==> config.mk <==
export PLATFORM = sky130hd
export DESIGN_NAME = dwin_fetch_addr
export DESIGN_NICKNAME = d
export VERILOG_FILES = /design/src/rtl/dwf_pkg.sv /design/src/rtl/dwf_cfg_regs.sv /design/src/rtl/dwf_addr_seq.sv /design/src/rtl/dwin_fetch_addr.sv
export SDC_FILE = /design/constraint.sdc
export NUM_CORES = 1
export LEC_CHECK = 0
export BUFFER_PORTS_ARGS = -buffer_cell sky130_fd_sc_hd__buf_4
export CAP_MARGIN = 15
export CORE_MARGIN = 2
export CORE_UTILIZATION = 34
export DETAILED_ROUTE_END_ITERATION = 8
export GPL_ROUTABILITY_DRIVEN = 0
export SLEW_MARGIN = 20
export SYNTH_ARGS = -nofsm -noshare
export SYNTH_HDL_FRONTEND = slang
export SYNTH_SLANG_ARGS = --single-unit
==> constraint.sdc <==
create_clock -name clk -period 3.35 [get_ports clk]
set_input_delay 0.67 -clock clk [delete_from_list [all_inputs] [get_ports clk]]
set_output_delay 0.67 -clock clk [all_outputs]
set_load 0.02 [all_outputs]
==> src/rtl/dwf_pkg.sv <==
package dwf_pkg;
    localparam logic [1:0] SEL_LONG  = 2'd0;
    localparam logic [1:0] SEL_SHORT = 2'd1;
    localparam logic [1:0] SEL_SIZE  = 2'd2;
    localparam logic [1:0] SEL_MODE  = 2'd3;
    localparam int         DEPTH_LSB = 2;

    function automatic logic [2:0] bytes_of(input logic [1:0] code);
        return (code == 2'd0) ? 3'd2 : ({1'b0, code} + 3'd1);
    endfunction
endpackage

==> src/rtl/dwf_cfg_regs.sv <==
module dwf_cfg_regs #(
    parameter int ADDR_W = 24,
    parameter int CNT_W  = 10,
    parameter int MOD_W  = 10,
    parameter int DATA_W = 32
) (
    input  logic              clk,
    input  logic              rst_n,
    input  logic              cfg_we,
    input  logic [1:0]        cfg_sel,
    input  logic [DATA_W-1:0] cfg_wdata,
    input  logic              frame_start,
    input  logic              field_short,
    output logic [ADDR_W-1:0] frame_base,
    output logic [CNT_W-1:0]  words_m1,
    output logic [CNT_W-1:0]  lines_m1,
    output logic [MOD_W-1:0]  modulo,
    output logic [1:0]        depth_code
);
    import dwf_pkg::*;
    localparam int LINES_LSB = CNT_W;
    localparam int MOD_LSB   = 2 * CNT_W;

    typedef struct packed {
        logic [ADDR_W-1:0] long_base;
        logic [ADDR_W-1:0] short_base;
        logic [CNT_W-1:0]  words_m1;
        logic [CNT_W-1:0]  lines_m1;
        logic [MOD_W-1:0]  modulo;
        logic [1:0]        depth;
    } cfg_t;

    typedef struct packed {
        cfg_t pend;
        cfg_t act;
    } state_t;

    state_t s_q, s_d;
    logic   cfg_unused;
    assign cfg_unused = ^cfg_wdata;

    always_comb begin
        s_d = s_q;
        if (frame_start) s_d.act = s_q.pend;
        if (cfg_we) begin
            unique case (cfg_sel)
                SEL_LONG:  s_d.pend.long_base  = cfg_wdata[ADDR_W-1:0];
                SEL_SHORT: s_d.pend.short_base = cfg_wdata[ADDR_W-1:0];
                SEL_SIZE: begin
                    s_d.pend.words_m1 = cfg_wdata[CNT_W-1:0];
                    s_d.pend.lines_m1 = cfg_wdata[LINES_LSB +: CNT_W];
                    s_d.pend.modulo   = cfg_wdata[MOD_LSB +: MOD_W];
                end
                default:   s_d.pend.depth = cfg_wdata[DEPTH_LSB +: 2];
            endcase
        end
    end

    always_ff @(posedge clk) begin
        if (!rst_n) begin
            s_q            <= '0;
            s_q.pend.depth <= 2'd1;
            s_q.act.depth  <= 2'd1;
        end else begin
            s_q <= s_d;
        end
    end

    assign frame_base = field_short ? s_q.pend.short_base : s_q.pend.long_base;
    assign words_m1   = s_q.act.words_m1;
    assign lines_m1   = s_q.act.lines_m1;
    assign modulo     = s_q.act.modulo;
    assign depth_code = s_q.act.depth;

    assert_act_held_R7: assert property (@(posedge clk) disable iff (!rst_n)
        !frame_start |=> $stable(s_q.act));
endmodule

==> src/rtl/dwf_addr_seq.sv <==
module dwf_addr_seq #(
    parameter int ADDR_W = 24,
    parameter int CNT_W  = 10,
    parameter int MOD_W  = 10
) (
    input  logic              clk,
    input  logic              rst_n,
    input  logic              frame_start,
    input  logic              line_start,
    input  logic [ADDR_W-1:0] frame_base,
    input  logic [CNT_W-1:0]  words_m1,
    input  logic [CNT_W-1:0]  lines_m1,
    input  logic [MOD_W-1:0]  modulo,
    output logic [ADDR_W-1:0] fetch_addr,
    output logic              fetch_valid
);
    localparam int LN_W = CNT_W + 1;

    typedef struct packed {
        logic              armed;
        logic              busy;
        logic [ADDR_W-1:0] addr;
        logic [ADDR_W-1:0] line_addr;
        logic [CNT_W-1:0]  word;
        logic [LN_W-1:0]   lines_done;
    } seq_t;

    seq_t            s_q, s_d;
    logic [LN_W-1:0] line_limit;
    logic            room;

    assign line_limit = {1'b0, lines_m1} + LN_W'(1);
    assign room       = s_q.armed && (s_q.lines_done < line_limit);

    always_comb begin
        s_d = s_q;
        if (frame_start) begin
            s_d.armed      = 1'b1;
            s_d.busy       = 1'b0;
            s_d.line_addr  = frame_base;
            s_d.lines_done = '0;
        end else if (s_q.busy) begin
            if (s_q.word == words_m1) begin
                s_d.busy       = 1'b0;
                s_d.line_addr  = s_q.addr + ADDR_W'(modulo);
                s_d.lines_done = s_q.lines_done + LN_W'(1);
            end else begin
                s_d.addr = s_q.addr + ADDR_W'(1);
                s_d.word = s_q.word + CNT_W'(1);
            end
        end else if (line_start && room) begin
            s_d.busy = 1'b1;
            s_d.addr = s_q.line_addr;
            s_d.word = '0;
        end
    end

    always_ff @(posedge clk) begin
        if (!rst_n) s_q <= '0;
        else        s_q <= s_d;
    end

    assign fetch_addr  = s_q.addr;
    assign fetch_valid = s_q.busy;

    assert_words_consecutive_R2: assert property (@(posedge clk) disable iff (!rst_n)
        fetch_valid && $past(fetch_valid) |-> fetch_addr == ADDR_W'($past(fetch_addr) + 1'b1));
    assert_line_bound_R5: assert property (@(posedge clk) disable iff (!rst_n)
        s_q.lines_done <= line_limit);
    assert_busy_no_restart_R6: assert property (@(posedge clk) disable iff (!rst_n)
        fetch_valid && line_start && !frame_start |=>
            !fetch_valid || fetch_addr == ADDR_W'($past(fetch_addr) + 1'b1));
    assert_abort_quiet_R9: assert property (@(posedge clk) disable iff (!rst_n)
        frame_start |=> !fetch_valid);
endmodule

==> src/rtl/dwin_fetch_addr.sv <==
module dwin_fetch_addr #(
    parameter int ADDR_W = 24,
    parameter int CNT_W  = 10,
    parameter int MOD_W  = 10,
    parameter int DATA_W = 32
) (
    input  logic              clk,
    input  logic              rst_n,
    input  logic              cfg_we,
    input  logic [1:0]        cfg_sel,
    input  logic [DATA_W-1:0] cfg_wdata,
    input  logic              frame_start,
    input  logic              line_start,
    input  logic              field_short,
    output logic [ADDR_W-1:0] fetch_addr,
    output logic              fetch_valid,
    output logic [2:0]        pix_bytes
);
    import dwf_pkg::*;

    logic [ADDR_W-1:0] frame_base;
    logic [CNT_W-1:0]  words_m1, lines_m1;
    logic [MOD_W-1:0]  modulo;
    logic [1:0]        depth_code;

    dwf_cfg_regs #(.ADDR_W(ADDR_W), .CNT_W(CNT_W), .MOD_W(MOD_W), .DATA_W(DATA_W)) u_cfg (
        .clk(clk), .rst_n(rst_n), .cfg_we(cfg_we), .cfg_sel(cfg_sel), .cfg_wdata(cfg_wdata),
        .frame_start(frame_start), .field_short(field_short), .frame_base(frame_base),
        .words_m1(words_m1), .lines_m1(lines_m1), .modulo(modulo), .depth_code(depth_code)
    );

    dwf_addr_seq #(.ADDR_W(ADDR_W), .CNT_W(CNT_W), .MOD_W(MOD_W)) u_seq (
        .clk(clk), .rst_n(rst_n), .frame_start(frame_start), .line_start(line_start),
        .frame_base(frame_base), .words_m1(words_m1), .lines_m1(lines_m1), .modulo(modulo),
        .fetch_addr(fetch_addr), .fetch_valid(fetch_valid)
    );

    assign pix_bytes = bytes_of(depth_code);

    assert_depth_range_R8: assert property (@(posedge clk) disable iff (!rst_n)
        pix_bytes >= 3'd2 && pix_bytes <= 3'd4);
    assert_depth_held_R7: assert property (@(posedge clk) disable iff (!rst_n)
        !frame_start |=> $stable(pix_bytes));
    assert_reset_idle_R1: assert property (@(posedge clk)
        !rst_n |=> !fetch_valid);
endmodule

**Word level (Yosys, flattened, before mapping)**

Cells that the tools add are included.

- Latch bits: 0
- Input port bits: 40
- Memories: 0
- Bits in registers: 183
- Bits in writable memories: 0
- Bits in read-only memories: 0

- $add $sub $neg: 6
- Magnitude comparators: 1
- Equality and inequality tests: 4
- Bitwise logic cells: 3
- Reduce and logical (&&, ||, !) cells: 16
- Shift operators: 0
- Div/mod/pow operators: 0
- Multiply operators: 0
- Muxes and demuxes: 12

Operator list:

| operator | count |
|---|---|
| two-way mux 24 bit | 5 |
| two-way mux 25 bit | 2 |
| two-way mux 10 bit | 3 |
| adder 24 x 1 -> 24 bit, second input constant | 1 |
| adder 24 x 10 -> 24 bit | 1 |
| AND reduction 2 bit | 6 |
| adder 10 x 1 -> 11 bit, second input constant | 1 |
| adder 11 x 1 -> 11 bit, second input constant | 1 |
| < comparator 11 bit | 1 |
| adder 10 x 1 -> 10 bit, second input constant | 1 |
| == test 10 bit | 1 |
| nonzero test 2 bit | 3 |
| logical NOT 2 bit | 2 |
| adder 2 x 1 -> 3 bit, second input constant | 1 |
| two-way mux 3 bit | 1 |
| inverter 1 bit | 3 |
| AND reduction 3 bit | 1 |
| OR reduction 3 bit | 1 |
| == test 2 x 1 -> 1 bit, second input constant | 1 |
| == test 2 bit, second input constant | 1 |
| logical AND 1 bit | 2 |
| inequality test 2 bit, second input constant | 1 |
| OR reduction 2 bit | 1 |
| two-way mux 1 bit | 1 |

**Depth between registers and ports, before layout**

- Word-level depth: 6
- Depth in mapped cells: 13
- Mapped depth without buffers: 11

**Cells and area by module**

A second synthesis with hierarchy kept.

- Cells, all modules: 1068
- Area total of the unflattened synthesis: 9738.1 um^2

By module, submodules not included:

| module | instances | cells each | area each (um^2) | sequential area each (um^2) |
|---|---|---|---|---|
| dwf_addr_seq | 1 | 606 | 4967.3 | 1421.4 |
| dwf_cfg_regs | 1 | 459 | 4750.8 | 2242.2 |
| dwin_fetch_addr | 1 | 3 | 20.0 | 0.0 |

**Worst setup path before layout**

OpenSTA, ideal clock, no wires.

- Path kind: reg-to-reg
- Start: register u_cfg.s_q (netlist bit u_cfg.lines_m1[0])
- End: register u_seq.s_q (netlist bit u_seq.fetch_addr[20])
- Arrival: 2573 ps
- Library setup time: 123 ps
- Path buffers: 2
- Setup slack: 654 ps
- Stages on the path, launching flop included: 14
- Cells stage by stage: dfxtp_1 > ha_1 > and3_1 > nand3_1 > xor2_1 > ha_1 > nand4_1 > a21oi_1 > nor3_1 > and2_1 > buf_4 > buf_2 > a221oi_1 > nor2_1

- Longest elaborated chain between the ends: 6

Ends and longest elaborated chain:

| item | RTL line | text |
|---|---|---|
| start: declaration | dwf_cfg_regs.sv:38 | `state_t s_q, s_d;` |
| adder 10 x 1 -> 11 bit | dwf_addr_seq.sv:32 | `assign line_limit = {1'b0, lines_m1} + LN_W'(1);` |
| < comparator 11 bit | dwf_addr_seq.sv:33 | `assign room = s_q.armed && (s_q.lines_done < line_limit);` |
| logical AND 1 bit | dwf_addr_seq.sv:33 |  |
| logical AND 1 bit | dwf_addr_seq.sv:51 | `end else if (line_start && room) begin` |
| nonzero test 2 bit (no source line) | -- |  |
| AND reduction 3 bit (no source line) | -- |  |
| end signal: assignment | dwf_addr_seq.sv:59 | `if (!rst_n) s_q <= '0;` |
| end signal: assignment | dwf_addr_seq.sv:60 | `else s_q <= s_d;` |
| end: declaration | dwf_addr_seq.sv:28 | `seq_t s_q, s_d;` |

No other way between the ends.
A chain may end at the register's enable or synchronous reset.

**Final worst setup path**

- Start: register u_cfg.s_q (netlist bit u_cfg.lines_m1[0])
- End: register u_seq.s_q[19] (netlist name)

The elaborated chain is that of the path after synthesis.

==> out/results.ini <==
[die]
die-area_mm2=0.0283
fp.dieW_um=168
core_mm2=0.0267
start_util_pct=34.3
rows=60
die_y_um=168
io_pins=68

[global_route]
grt_max_degree=61
grt-ovfl-total=0
grt_pass1_vias=7100
antenna_found_initial=0
grt_use_total_pct=18.8
grt_pass1_wl_um=41500

[power_and_ir_drop]
powerDensity_mw_per_mm2=457
p_comb_share_pct=8.4
p_leak_nw=3.85
swShare_pct=26.8
p_seq_share_pct=48.6
power_frac_clock_pct=43.0
intPower_mw=3.45
netSwitchingPower_mw=1.26
ir_worst_vdd_v=0.000332

[cells_and_area]
area_growth_pct=12.6
drive_gt1_share_pct=12.7
multiInputGateArea_mm2=0.00493
nets=1179
antennaDiodeCount=0
fill_cells=2785
design_area_mm2=0.0103
seq_area_mm2=0.00366

[sta]
final-setup-viol-count=0
worstMarginPinSlew_ps=839
rsz0062_at_grt=no
max_slew_margin_pct=44.1
clock_skew_ps=11.6
layout_worst_path_cycle_share_pct=94.1
whs_ps=453
slew_violations=0
layout_min_cycle_time_ps=3150
tns_ps=0
finalHoldViolCount=0
clock.fmax_mhz=317

[place]
placed_cell_area_mm2=0.00972
port_buffers=65
dpl.hpwl_um=17800

[worst_setup_path]
r2r_cells=12
cp-start-kind=register
end_kind=register
crit_start=u_cfg.lines_m1[0]
r2r-end=u_seq.s_q[19]
reg2reg_setup_slack_ps=200
timing.rr.start=u_cfg.lines_m1[0]
worstSetupPathType=register to register
crit_fanout=15
crit_arrival_ps=3520
critical_path_required_ps=3720

[synthesis]
synth-seq-area-share_pct=40.0
synth-seq-cells=183
synth_nets=1172
syn-instance-count=1107
avgSynthCellArea_um2=8.27
synth_top_flop_cell=dfxtp_1
synth-async-reset-ratio_pct=0
netlist_area_mm2=0.00916
yosysUniqueCellTypes=71
yosys_warnings=0
synth_edf_count=0

[clock_network]
cts.sink_count=183
clk_pin_slew_worst_paths_ps=70
insertion_delay_ps=450
ctsResizeCount=0
cts_hold_buffers=0
cts_tree=done
numCtsBuffers=17
root_buffer=clkbuf_16
cts_setup_buffers=0
cts_buffer_depth=2
htree_levels=4

[drt]
drc=0
drt_pass1_iterations=6
vias=7849
ant_nets=0
wire_per_inst_um=17.8
drtIter0Drc=654
viasPerCell=5.35
wirelength_um=26100

[hold_path]
worstHoldPathType=register to register
whs_path_depth=2
min_to=u_cfg.s_q[139]
hold_start=u_cfg.s_q[139]

[run]
drv_cap=0

[status]
status=completed

-- critical path, cell delays in order (launching register included) --
cell	delay, ps
dfxtp_1	410
ha_1	230
and3_1	230
nand3_1	110
xor2_1	170
ha_1	300
a211oi_1	240
nor2_1	110
nor4_4	330
a21boi_2	120
buf_4	210
or4_1	470
a21oi_1	150
-- kinds of logic after synthesis --
logic type      after synthesis  share of synthesized area [%]
buf+inv                     109                           6.20
xor+xnor                     54                           5.16
mux                          58                           6.34
compound gates              238                           16.3
flops                       183                           40.0
fa+ha+maj                    25                           3.50
simple gates                440                           22.5
-- synthesized netlist by cell type (4+ instances only) --
cell type,n,area (um2)
a211oi_1,10,75.1
a21oi_1,119,596
a221oi_1,16,140
a311oi_1,5,43.8
a31oi_1,8,50.1
and2_1,4,25.0
and3_1,13,81.3
buf_2,9,45.0
buf_4,25,188
buf_6,7,78.8
clkbuf_1,56,210
dfxtp_1,183,3660
ha_1,24,300
inv_1,10,37.5
mux2i_1,58,581
nand2_1,203,762
nand3_1,45,225
nand4_1,14,87.6
nor2_1,89,334
nor2b_1,8,50.1
nor3_1,21,105
nor4_1,5,31.3
o211ai_1,9,67.6
o21ai_0,20,100
o21ai_1,7,35.0
o22ai_1,5,31.3
o31a_1,5,43.8
o31ai_1,6,45.0
or3_1,5,31.3
or4_1,5,37.5
xnor2_1,33,289
xor2_1,21,184
-- metrics by stage --
step | total power [mW] | setup slack [ps] | instances | utilization (%)
2_1_floorplan | 2.58 | 654 | 1107 | -
3_3_place_gp | 2.73 | 259 | 1436 | 36.4
3_5_place_dp | 2.73 | 189 | 1436 | 36.4
4_1_cts | 4.73 | 146 | 1467 | 38.6
5_1_grt | 4.87 | 14.2 | 1467 | 38.6
6_report | 4.71 | 199 | 1467 | 38.6
-- per-layer routing --
layer	routed length (um)	track usage [%]	up-vias
met2	11300	27.4	221
li1	-	-	3878
met3	1430	3.13	21
met5	0	0	-
met1	13100	28.5	3729
met4	322	5.28	0
-- state kept, by name, summed over array words and instances (netlist names) --
register / cells
u_cfg.s_q: 80
u_seq.s_q: 46
u_seq.fetch_addr: 24
u_cfg.lines_m1: 10
u_cfg.modulo: 10
u_cfg.words_m1: 10
u_cfg.depth_code: 2
u_seq.fetch_valid: 1
-- layout by cell type (no fill, tap or decap), types with 5 or more instances in the layout --
cell type and n:
nand3_1 45, o31ai_1 6, o22ai_1 5, dfxtp_1 183, nor4_1 5, mux2i_1 58, o211ai_1 9, o31a_1 5
and3_1 13, xor2_1 21, o21ai_0 20, inv_1 9, nor2_1 89, buf_4 85, ha_1 24, clkbuf_16 17
a21oi_1 119, xnor2_1 33, or3_1 5, o21ai_1 7, nand2_1 203, or4_1 5, a31oi_1 8, a211oi_1 10
a311oi_1 5, nand4_1 14, a221oi_1 16, nor2b_1 8, nor3_1 21
-- cell type report --
class | instances | share of cell area [%]
clock buffers | 18 | 4.26
clock inverters | 13 | 1.38
inverters | 11 | 0.437
multi-input cells | 815 | 47.9
flip-flops and latches | 183 | 35.5
well taps | 341 | 4.14
repair buffers | 86 | 6.39
-- power groups by stage --
| stage | Sequential (mW) | Clock, mW | Combinational, mW |
|---|---|---|---|
| finish | 2.29 | 2.02 | 0.395 |
| global route | 2.29 | 2.15 | 0.435 |
| CTS | 2.29 | 2.05 | 0.396 |
| detailed placement | 2.34 | 0 | 0.395 |
| global placement | 2.34 | 0 | 0.390 |
| floorplan | 2.32 | 0 | 0.266 |
-- how the worst max path moves through the flow --
| stage | end | slack, ps | cells past startpoint |
|---|---|---|---|
| after CTS | u_seq.fetch_addr[4] | 150 | 11 |
| final | u_seq.s_q[19] | 200 | 12 |
| after detailed placement | u_seq.fetch_addr[4] | 190 | 11 |
| after global routing | u_seq.s_q[19] | 10 | 12 |
| after global placement | u_seq.fetch_addr[5] | 260 | 11 |
| after floorplan | u_seq.fetch_addr[20] | 650 | 13 |
Power figures use the tool's default switching activity.
